File: config.mk
export PLATFORM = sky130hd
export DESIGN_NAME = ext_irq_ctrl
export DESIGN_NICKNAME = d
export VERILOG_FILES = /design/src/rtl/ext_irq_pkg.sv /design/src/rtl/ext_irq_sync.sv /design/src/rtl/ext_irq_latch.sv /design/src/rtl/ext_irq_regs.sv /design/src/rtl/ext_irq_ctrl.sv
export SDC_FILE = /design/constraint.sdc
export NUM_CORES = 1
export LEC_CHECK = 0
export BUFFER_PORTS_ARGS = -buffer_cell sky130_fd_sc_hd__buf_2
export CAP_MARGIN = 30
export CORE_AREA = 2 2 39 41
export DETAILED_ROUTE_END_ITERATION = 12
export DIE_AREA = 0 0 41 43
export GPL_TIMING_DRIVEN = 0
export HOLD_SLACK_MARGIN = 0.02
export SYNTH_ARGS = -nofsm -noshare
export SYNTH_HDL_FRONTEND = slang
export SYNTH_SLANG_ARGS = --single-unit
File: constraint.sdc
create_clock -name clk -period 0.8 [get_ports clk]
set_input_delay 0.04 -clock clk [delete_from_list [all_inputs] [get_ports clk]]
set_output_delay 0.04 -clock clk [all_outputs]
set_load 0.02 [all_outputs]
File: src/rtl/ext_irq_pkg.sv
package ext_irq_pkg;
    typedef enum logic {
        ST_IDLE = 1'b0,
        ST_PEND = 1'b1
    } latch_state_t;

    localparam int BIT_MODE = 0;
    localparam int BIT_MASK = 1;
    localparam int BIT_ACK  = 2;
    localparam int BIT_FLAG = 3;
endpackage

File: src/rtl/ext_irq_sync.sv
module ext_irq_sync #(
    parameter int STAGES = 2
) (
    input  logic clk,
    input  logic rst_n,
    input  logic pin_n,
    output logic pin_low,
    output logic fall
);
    localparam int LAST = STAGES - 1;

    logic [STAGES:0] chain;

    always_ff @(posedge clk or negedge rst_n) begin
        if (!rst_n) begin
            chain <= '1;
        end else begin
            chain <= {chain[LAST:0], pin_n};
        end
    end

    assign pin_low = ~chain[LAST];
    assign fall    = chain[STAGES] & ~chain[LAST];
endmodule

File: src/rtl/ext_irq_latch.sv
module ext_irq_latch
    import ext_irq_pkg::*;
(
    input  logic clk,
    input  logic rst_n,
    input  logic fall,
    input  logic pin_low,
    input  logic mode,
    input  logic sw_ack,
    input  logic brk,
    input  logic brk_clr_en,
    input  logic iack,
    output logic flag
);
    latch_state_t state_q, state_d;
    logic sw_clr_ok;
    logic clr_req;
    logic clr_go;

    assign sw_clr_ok = sw_ack & (~brk | brk_clr_en);
    assign clr_req   = sw_clr_ok | iack;
    assign clr_go    = clr_req & ~(mode & pin_low) & ~fall;

    always_comb begin
        state_d = state_q;
        unique case (state_q)
            ST_IDLE: if (fall)   state_d = ST_PEND;
            ST_PEND: if (clr_go) state_d = ST_IDLE;
            default: state_d = ST_IDLE;
        endcase
    end

    always_ff @(posedge clk or negedge rst_n) begin
        if (!rst_n) state_q <= ST_IDLE;
        else        state_q <= state_d;
    end

    always_comb begin
        flag = (state_q == ST_PEND);
    end

    // a detected edge always leaves the latch pending
    a_r3_edge_sets: assert property (@(posedge clk) disable iff (!rst_n)
        fall |=> flag);

    // acknowledge in protected break cannot clear
    a_r6_brk_protect: assert property (@(posedge clk) disable iff (!rst_n)
        (flag && sw_ack && brk && !brk_clr_en && !iack) |=> flag);

    // acknowledge in break with clear enable clears
    a_r7_brk_clear: assert property (@(posedge clk) disable iff (!rst_n)
        (flag && sw_ack && brk && brk_clr_en && !fall && !pin_low) |=> !flag);

    // level mode holds the latch while the pin is low
    a_r8_level_hold: assert property (@(posedge clk) disable iff (!rst_n)
        (flag && mode && pin_low) |=> flag);
endmodule

File: src/rtl/ext_irq_regs.sv
module ext_irq_regs
    import ext_irq_pkg::*;
#(
    parameter int            ADDR_W   = 8,
    parameter int            DATA_W   = 8,
    parameter logic [ADDR_W-1:0] REG_ADDR = 8'h1E
) (
    input  logic              clk,
    input  logic              rst_n,
    input  logic [ADDR_W-1:0] addr,
    input  logic              wr,
    input  logic [DATA_W-1:0] wdata,
    input  logic              flag,
    output logic [DATA_W-1:0] rdata,
    output logic              mask,
    output logic              mode,
    output logic              ack_wr
);
    logic sel;

    assign sel    = (addr == REG_ADDR);
    assign ack_wr = wr & sel & wdata[BIT_ACK];

    always_ff @(posedge clk or negedge rst_n) begin
        if (!rst_n) begin
            mask <= 1'b0;
            mode <= 1'b0;
        end else if (wr && sel) begin
            mask <= wdata[BIT_MASK];
            mode <= wdata[BIT_MODE];
        end
    end

    always_comb begin
        rdata = '0;
        if (sel) begin
            rdata[BIT_FLAG] = flag;
            rdata[BIT_MASK] = mask;
            rdata[BIT_MODE] = mode;
        end
    end

    // acknowledge bit and upper bits never read back
    always_comb begin
        if (rst_n) a_r2_ack_reads_zero: assert (rdata[BIT_ACK] == 1'b0);
    end
endmodule

File: src/rtl/ext_irq_ctrl.sv
module ext_irq_ctrl #(
    parameter int ADDR_W      = 8,
    parameter int DATA_W      = 8,
    parameter int SYNC_STAGES = 2,
    parameter logic [ADDR_W-1:0] REG_ADDR = 8'h1E
) (
    input  logic              clk,
    input  logic              rst_n,
    input  logic              irq_pin_n,
    input  logic [ADDR_W-1:0] bus_addr,
    input  logic              bus_wr,
    input  logic [DATA_W-1:0] bus_wdata,
    output logic [DATA_W-1:0] bus_rdata,
    input  logic              brk_active,
    input  logic              brk_clr_en,
    input  logic              cpu_iack,
    output logic              cpu_irq
);
    logic pin_low, fall, flag, mask, mode, ack_wr;

    ext_irq_sync #(.STAGES(SYNC_STAGES)) u_sync (
        .clk     (clk),
        .rst_n   (rst_n),
        .pin_n   (irq_pin_n),
        .pin_low (pin_low),
        .fall    (fall)
    );

    ext_irq_latch u_latch (
        .clk        (clk),
        .rst_n      (rst_n),
        .fall       (fall),
        .pin_low    (pin_low),
        .mode       (mode),
        .sw_ack     (ack_wr),
        .brk        (brk_active),
        .brk_clr_en (brk_clr_en),
        .iack       (cpu_iack),
        .flag       (flag)
    );

    ext_irq_regs #(
        .ADDR_W   (ADDR_W),
        .DATA_W   (DATA_W),
        .REG_ADDR (REG_ADDR)
    ) u_regs (
        .clk    (clk),
        .rst_n  (rst_n),
        .addr   (bus_addr),
        .wr     (bus_wr),
        .wdata  (bus_wdata),
        .flag   (flag),
        .rdata  (bus_rdata),
        .mask   (mask),
        .mode   (mode),
        .ack_wr (ack_wr)
    );

    assign cpu_irq = flag & ~mask;

    // a set mask keeps the CPU request low
    a_r5_mask_blocks: assert property (@(posedge clk) disable iff (!rst_n)
        mask |-> !cpu_irq);
endmodule

==> results.toml, run 1 <==
[run_status]
outcome = "complete, but fails checks"
failed_checks = "negative setup slack"

[worst_setup_path]
worst_r2r_startpoint = "u_regs.mode"
reg_to_reg_critical_path_endpoint = "u_regs.mode"
crit_path_end_kind = "output pin"
cp.required_ns = 0.76
cp.arrival_ns = 0.92
worst_setup_path_startpoint = "u_regs.mode"
critical_path.endpoint = "bus_rdata[0]"
cp_max_fo = 2
timing.reg2reg.worst_path_depth = 2
register_to_register_setup_slack_ns = -0.11
classification_of_the_worst_setup_path = "flop to output pin"
critical_path.startpoint_type = "flop"

[synth]
count_of_flip_flops_with_a_built_in_enable_after_synthesis = 0
cell_area_after_technology_mapping_um2 = 337.8
post-synth-top-area-fraction_pct = 23.33
number_of_unique_standard_cell_types_used_by_synthesis = 16
synthesis.yosys.warnings = 0
synth-seq-area-share_pct = 45.56
synth_largest_area_cell = "dfstp_2"
yosys.cell_count.top_type = "buf_4"
synth_flop_cell = "dfstp_2"
netlist_instances = 29
synth-async-reset-ratio_pct = 100.0
synth.area.top_cells = "dfstp_2 23%, dfrtp_1 22%, buf_4 11%"
ffs_latches_synth = 6
ys_top_cells_by_count = "5 x buf_4, 3 x dfrtp_1, 3 x dfstp_2"
avgSynthCellArea_um2 = 11.65

[final_layout]
finish.utilization_pct = 43.31
instances_no_fill = 80
nets = 88
drive_gt1_share_pct = 68.75
areaGrowthSynthToFinish_pct = 77.41
diodes = 0
fillerInstances = 148

[timing]
layout_worst_path_cycle_share_pct = 120.4
hold_ws_ns = 0.02792
finalSetupTns_ns = -0.8661
report.final.hold_viol_count = 0
worst_slack_ns = -0.1629
number_of_pins_exceeding_their_max_slew_limit_in_the_final_report = 0
max_freq_mhz = 1039
worst_clock_skew_ns = 0.01014
finalCriticalPeriod_ns = 0.9629
rsz0062_at_grt = "true"
number_of_failing_setup_endpoints_in_the_final_timing_report = 7

[detailed_routing]
detail_route.first_pass.iterations = 1
wl_um = 817
routedWlPerCell_um = 10.21
drc = 0
post_drt_via_cell_ratio = 4.088
dr_total_vias = 327
drt_iter0_drc = 0
ant_nets = 0

[place]
numPortBuffers = 21
post-place-cells = 70
preCtsSetupSlack_ns = -0.2042
finalWeightedCongestion = 0.6234
hpwl_detailed_um = 626

[die]
std_cell_rows = 14
core_um2 = 1384
die_height_um = 43
die_area_um2 = 1763
die_width_um = 41
ports_placed_on_the_boundary = 32
initial_utilization_pct = 24.41

[clock_tree]
cts.root.buffer_cell = "clkbuf_4"
clk_pin_slew_ns = 0.05
cts-root-to-sink-buffers = 2
htree_num_levels = 1
clkLatencyLatePin_ns = 0.25
cts_buffers = 3
clock-sinks = 6
cts_tree = "yes"
cts_hold_repair.buffers = 3

[global_route]
first_global_vias = 311
antenna_violations_before_repair = 0
groute.usage.overall_pct = 11.43
largest_net_degree_at_the_start_of_global_routing = 7
grt_first_pass_wirelength_um = 1276
grt_total_ovfl = 0

[power]
leakage_power_summed_over_all_cells_uw = 0.0003082
ir_drop_mv = 0.9395
cellPowerDensity_nw_per_um2 = 1355

[job]
maxCapViolCount = 0

[worst_hold_path]
worst_hold_path_type = "primary input to flop"
-- flip-flops by register name, indices dropped and copies added (netlist names) --
signal and cells:
u_sync.chain 3, u_regs.mask 1, u_latch.flag 1, u_regs.mode 1
-- power by group --
| part | internal (µW) | switching (µW) | total (µW) | leakage, µW |
|---|---|---|---|---|
| sequential | 328 | 10.6 | 338 | 0.0000713 |
| combinational | 93.7 | 75.3 | 169 | 0.000222 |
| clock | 189 | 116 | 305 | 0.0000150 |
-- area by class of cell --
class                           instances  area [µm²]  share of cell area (%)
Buffer                                  5       37.54                   6.263
Clock buffer                            4       26.28                   4.384
Inverter                                2       7.507                   1.253
Multi-Input combinational cell         20       178.9                   29.85
Sequential cell                         6       153.9                   25.68
Tap cell                               16       20.02                   3.340
Timing Repair Buffer                   27       175.2                   29.23
-- how the worst min path moves through the flow --
stage               cells after the start      endpoint         start
detailed placement                      1  u_latch.flag         rst_n
global route                            2   u_regs.mask  bus_wdata[1]
floorplan                               0  u_latch.flag         rst_n
finish                                  2   u_regs.mode  bus_wdata[0]
global placement                        1  u_latch.flag         rst_n
CTS                                     2   u_regs.mask  bus_wdata[1]
-- kinds of logic (layout without fill, tap and decap cells) --
family,count (synthesis),count (layout),share of synthesized area (%)
AO/OA/AOI/OAI,3,3,6.666
flip-flops,6,6,45.56
other,1,5,1.110
AND/OR/NAND/NOR,10,10,24.44
buffers and inverters,7,38,13.34
multiplexers,2,2,8.889
-- per-stage QoR --
stage	total power [µW]	instance area, µm²
6_report	811.9	599.3
5_1_grt	868.8	599.3
4_1_cts	819.2	578.1
3_5_place_dp	478.2	489.2
3_3_place_gp	475.1	489.2
2_1_floorplan	417.8	364.1
-- repair_timing --
action	4_1_cts	5_1_grt
buffers inserted	2	1
gates resized for setup	7	3
endpoints found under the hold margin	9	2
pin swaps	3	1
endpoints found under the setup margin	4	7
-- layer usage --
layer	vias to the layer above	share of wire (%)	GRT usage, %
li1	165	-	-
met3	0	7.0	7.853
met2	13	56	16.56
met5	-	0	0
met4	0	0	4.000
met1	149	37	12.83
-- critical path, stage by stage (launching register included) --
cell	delay, ns
dfrtp_1	0.39
and3_4	0.16
buf_6	0.12
-- cells in the final DEF (no fill, tap or decap), drive strengths merged --
cell and n:
buf 29, conb 5, clkbuf 4, dlygate4sd3 3, dfrtp 3, dfstp 3
and4bb 2, and3 2, nand4bb 2, mux2 2, inv 2, nand2 1
a2111oi 1, a21oi 1, o32ai 1, nor2 1, nor3 1, nand3 1
(Power assumes the default switching activity.)
==> inputs of run 2 (changes only) <==
--- a/config.mk
+++ b/config.mk
@@ -8,10 +8,12 @@
 export BUFFER_PORTS_ARGS = -buffer_cell sky130_fd_sc_hd__buf_2
 export CAP_MARGIN = 30
 export CORE_AREA = 2 2 39 41
+export CTS_CLUSTER_DIAMETER = 60
 export DETAILED_ROUTE_END_ITERATION = 12
 export DIE_AREA = 0 0 41 43
 export GPL_TIMING_DRIVEN = 0
 export HOLD_SLACK_MARGIN = 0.02
+export PLACE_DENSITY_LB_ADDON = 0.2
 export SYNTH_ARGS = -nofsm -noshare
 export SYNTH_HDL_FRONTEND = slang
 export SYNTH_SLANG_ARGS = --single-unit
==> results.toml, run 2 (same netlist as run 1, synthesis figures left out) <==
[timing]
worst_clock_skew_ns = 0.008153
number_of_pins_exceeding_their_max_slew_limit_in_the_final_report = 0
max_freq_mhz = 1043
report.final.hold_viol_count = 0
finalCriticalPeriod_ns = 0.9592
rsz0062_at_grt = "true"
worst_slack_ns = -0.1592
layout_worst_path_cycle_share_pct = 119.9
number_of_failing_setup_endpoints_in_the_final_timing_report = 7

[global_route]
use_met1_pct = 11.18
groute.usage.overall_pct = 9.403
grt.met2_usage_pct = 12.81
antenna_violations_before_repair = 0
grt_first_pass_wirelength_um = 1083
grt_total_ovfl = 0
gr-usage-met3_pct = 4.712
global_route.peak_usage_layer = "met2"
first_global_vias = 305
largest_net_degree_at_the_start_of_global_routing = 7

[worst_setup_path]
worst_path_dominant_cell_family = "flip-flops"
cp.depth = 2
cp.buffers_inverters = 1
cp.arrival_ns = 0.92
crit_path_end_kind = "output pin"
classification_of_the_worst_setup_path = "flop to output pin"
timing.reg2reg.worst_path_depth = 2
slowest_delay_ns = 0.40
cp.required_ns = 0.76
cp_max_fo = 3
critical_path.startpoint_type = "flop"
worst_path_max_delay_cell = "dfrtp_1"
crit_chain = "and3_4, buf_6"

[detailed_routing]
wl_um = 739
routedWlPerCell_um = 9.238
detail_route.first_pass.iterations = 4
ant_nets = 0
drt_iter0_drc = 5
drc = 0
dr_total_vias = 324
post_drt_via_cell_ratio = 4.050

[final_layout]
commonest_non_fill_non_tap_cells_in_the_layout = "17 x buf_2, 8 x buf_4, 5 x conb_1"
instances_no_fill = 80
layout.cells.most_common = "buf_2"
finish.utilization_pct = 43.58
areaGrowthSynthToFinish_pct = 78.52
diodes = 0
nets = 88
regMostFlops = "u_sync.chain"
largest_register_ffs = 3
drive_gt1_share_pct = 67.19

[job]
maxCapViolCount = 0

[die]
core_um2 = 1384
initial_utilization_pct = 24.41
die_width_um = 41
std_cell_rows = 14
die_area_um2 = 1763
ports_placed_on_the_boundary = 32
die_height_um = 43

[power]
cellPowerDensity_nw_per_um2 = 1323
ir_drop_mv = 1.006
leakage_power_summed_over_all_cells_uw = 0.0003093
post_route_total_power_uw = 797.9

[clock_tree]
cts_buffers = 3
cts-root-to-sink-buffers = 2
cts_tree = "yes"
clock-sinks = 6
clkLatencyLatePin_ns = 0.24
clk_pin_slew_ns = 0.05
htree_num_levels = 1
cts.root.buffer_cell = "clkbuf_4"

[place]
hpwl_detailed_um = 586.8
post-place-cells = 70
preCtsSetupSlack_ns = -0.2009
finalWeightedCongestion = 0.6129
numPortBuffers = 21

[run_status]
failed_checks = "negative setup slack"
outcome = "complete, but fails checks"

[worst_hold_path]
worst_hold_path_type = "primary input to flop"
min_delay_path_depth = 2
## run 2: cell types whose count changed in the layout (fill, tap and decap cells not counted)
cell / delta
buf_6: +2
a21oi_2: -1
buf_4: -2
a21oi_1: +1
## run 2: layer usage
metal	part of all wire, %	vias to the layer above
met5	0	-
met4	0	0
met3	12	0
met2	41	20
met1	47	136
li1	-	168
## run 2: final timing paths
path	start	end	slack, ns
min in group asynchronous	rst_n	u_regs.mode	0.14
max reg2reg	u_regs.mask	u_regs.mask	-0.07
max	u_regs.mask	bus_rdata[1]	-0.16
min	cpu_iack	u_latch.flag	0.01
min reg2reg	u_sync.chain[1]	u_sync.chain[2]	0.36
max in group asynchronous	rst_n	u_sync.chain[2]	0.43
## run 2: timing repair
action / in CTS / in global routing
gates resized for setup: 9 / 2
hold buffers: 2 / 1
buffers inserted: 3 / 0
setup endpoints to repair: 4 / 7
pin swaps: 1 / 0
endpoints found under the hold margin: 10 / 3
## run 2: worst register-to-register path, cell delays in order (launching register included)
cell and delay [ns]:
dfrtp_1 0.40, buf_6 0.12, mux2_4 0.24
## run 2: layout make-up
type                    count  area (µm²)
plain buffers               5       37.54
clock buffers               4       26.28
fillers                   140       780.7
inverters                   2       7.507
multi-input cells          20       175.2
flip-flops and latches      6       153.9
well taps                  16       20.02
repair buffers             27       182.7
## run 2: report_power, final
part | switching [µW] | internal, µW | total (µW)
clock network | 103 | 188 | 292
registers | 9.27 | 328 | 337
logic | 73.6 | 95.8 | 169
total | 186 | 612 | 798
## run 2: through the flow
stage | TNS, ns | hold WS [ns] | area [µm²]
after global placement | -0.5866 | -0.1334 | 489.2
after CTS | -0.8832 | 0.004268 | 585.6
final | -0.7960 | 0.01014 | 603.1
after floorplan | -0.09347 | -0.2556 | 364.1
after detailed placement | -0.5816 | -0.1341 | 489.2
after global routing | -1.113 | -0.0009802 | 603.1
==> inputs of run 3 (changes only) <==
--- a/config.mk
+++ b/config.mk
@@ -5,7 +5,7 @@
 export SDC_FILE = /design/constraint.sdc
 export NUM_CORES = 1
 export LEC_CHECK = 0
-export BUFFER_PORTS_ARGS = -buffer_cell sky130_fd_sc_hd__buf_2
+export BUFFER_PORTS_ARGS = -buffer_cell sky130_fd_sc_hd__clkbuf_2
 export CAP_MARGIN = 30
 export CORE_AREA = 2 2 39 41
 export CTS_CLUSTER_DIAMETER = 60
==> results.toml, run 3 (same netlist as run 1, synthesis figures left out) <==
[worst_setup_path]
cp_max_fo = 3
crit_path_end_kind = "output pin"
timing.reg2reg.worst_path_depth = 2
register_to_register_setup_slack_ns = -0.08
reg_to_reg_critical_path_endpoint = "u_regs.mask"
critical_path.startpoint_type = "flop"
cp.arrival_ns = 0.91
worst_r2r_startpoint = "u_regs.mask"
classification_of_the_worst_setup_path = "flop to output pin"
cp.required_ns = 0.76

[timing]
finalSetupTns_ns = -0.7510
number_of_failing_setup_endpoints_in_the_final_timing_report = 7
layout_worst_path_cycle_share_pct = 118.3
report.final.hold_viol_count = 0
finalCriticalPeriod_ns = 0.9463
number_of_pins_exceeding_their_max_slew_limit_in_the_final_report = 0
worst_slack_ns = -0.1463
rsz0062_at_grt = "true"
worst_clock_skew_ns = 0.008896
max_freq_mhz = 1057

[power]
leakage_power_summed_over_all_cells_uw = 0.0003220
switching_power_uw = 190.4
power.share.clock_pct = 35.4
internal_power_uw = 620.6
ir_drop_mv = 0.8644
power.share.combinational_pct = 22.8
cellPowerDensity_nw_per_um2 = 1296
seq_power_share_pct = 41.7
power.switching_fraction_pct = 23.48

[run_status]
failed_checks = "negative setup slack"
outcome = "complete, but fails checks"

[detailed_routing]
detail_route.first_pass.iterations = 2
post_drt_via_cell_ratio = 4.185
wl_um = 723
dr_total_vias = 339
drt_iter0_drc = 3
routedWlPerCell_um = 8.926
drc = 0
ant_nets = 0

[global_route]
largest_net_degree_at_the_start_of_global_routing = 7
first_global_vias = 318
groute.usage.overall_pct = 8.797
antenna_violations_before_repair = 0
grt_first_pass_wirelength_um = 1062
grt_total_ovfl = 0

[job]
maxCapViolCount = 0

[final_layout]
largest_register_ffs = 3
areaGrowthSynthToFinish_pct = 85.19
commonest_non_fill_non_tap_cells_in_the_layout = "17 x clkbuf_2, 10 x buf_4, 5 x conb_1"
fillerInstances = 139
regMostFlops = "u_sync.chain"
nets = 89
multiInputGateArea_um2 = 193.9
layout.cells.most_common = "clkbuf_2"
finalInstanceArea_um2 = 625.6
drive_gt1_share_pct = 70.77
regArea_um2 = 153.9
diodes = 0

[clock_tree]
clk_pin_slew_ns = 0.05
cts.root.buffer_cell = "clkbuf_4"
clkLatencyLatePin_ns = 0.24
cts_tree = "yes"
cts-root-to-sink-buffers = 2
cts_buffers = 3
clock-sinks = 6
htree_num_levels = 1

[die]
initial_utilization_pct = 24.41
core_um2 = 1384
std_cell_rows = 14
die_area_um2 = 1763
die_width_um = 41
ports_placed_on_the_boundary = 32
die_height_um = 43

[place]
finalWeightedCongestion = 0.6098
numPortBuffers = 21
detailed_place.area_um2 = 489.2

[worst_hold_path]
worst_hold_path_type = "primary input to flop"
min_delay_path_depth = 2
startpoint_of_the_tightest_hold_check_path = "bus_wdata[1]"
hold-path-endpoint = "u_regs.mask"
==> run 3: cell types whose count changed in the layout (fill, tap and decap cells not counted) <==
cell | before | now
a21oi_1 | 1 | 0
buf_2 | 17 | 0
a21oi_4 | 0 | 1
clkbuf_2 | 0 | 17
buf_6 | 4 | 3
o32ai_1 | 1 | 0
buf_4 | 8 | 10
o32ai_2 | 0 | 1
==> run 3: worst max-delay path, cell delays in order, from the launching register on <==
cell	delay [ns]
dfrtp_1	0.39
and3_4	0.16
buf_6	0.12
==> run 3: metal layers <==
| layer | vias up | wire length, µm | track usage [%] |
|---|---|---|---|
| met2 | 20 | 320 | 14.06 |
| li1 | 171 | - | - |
| met5 | - | 0 | 0 |
| met1 | 148 | 301 | 9.868 |
| met4 | 0 | 0 | 4.000 |
| met3 | 0 | 102 | 3.141 |
==> run 3: worst max-delay path by stage <==
stage | slack, ns | start | cells after the start | endpoint
2_1_floorplan | -0.05 | bus_addr[5] | 3 | u_regs.mask
3_3_place_gp | -0.18 | bus_addr[5] | 4 | u_regs.mode
3_5_place_dp | -0.18 | bus_addr[5] | 4 | u_regs.mask
4_1_cts | -0.18 | u_regs.mask | 2 | bus_rdata[1]
5_1_grt | -0.19 | u_latch.flag | 3 | bus_rdata[3]
6_report | -0.15 | u_regs.mask | 2 | bus_rdata[1]
==> run 3: stage by stage <==
| step | total power [µW] | setup slack [ns] | utilization [%] | std cells | hold WS (ns) |
|---|---|---|---|---|---|
| global route | 866.7 | -0.1933 | 45.21 | 81 | 0.03388 |
| finish | 811.1 | -0.1463 | 45.21 | 81 | 0.02987 |
| detailed placement | 478.9 | -0.1848 | 35.35 | 70 | -0.1305 |
| CTS | 808.0 | -0.1805 | 40.69 | 79 | 0.005883 |
| global placement | 477.3 | -0.1838 | 35.35 | 70 | -0.1299 |
| floorplan | 417.8 | -0.04674 | - | 33 | -0.2556 |
==> run 3: timing repair <==
item | CTS | global route
resized for setup | 3 | 14
buffers inserted | 3 | 1
pin swaps | 2 | 1
hold buffers | 2 | 1
hold endpoints to repair | 8 | 1
setup endpoints to repair | 4 | 7
==> run 3: layout make-up <==
type	instances	area share (%)
clock buffer	4	4.200
buffer	5	6.000
tap	16	3.200
timing repair buffer	28	29.80
sequential	6	24.60
inverter	2	1.200
multi-input combinational	20	31.00
==> run 3: power by group through the flow <==
| stage | clock network (µW) | registers, µW | logic (µW) |
|---|---|---|---|
| 4_1_cts | 309 | 336 | 164 |
| 5_1_grt | 324 | 340 | 202 |
| 3_3_place_gp | 0 | 340 | 137 |
| 2_1_floorplan | 0 | 338 | 80.1 |
| 6_report | 288 | 338 | 185 |
| 3_5_place_dp | 0 | 341 | 138 |
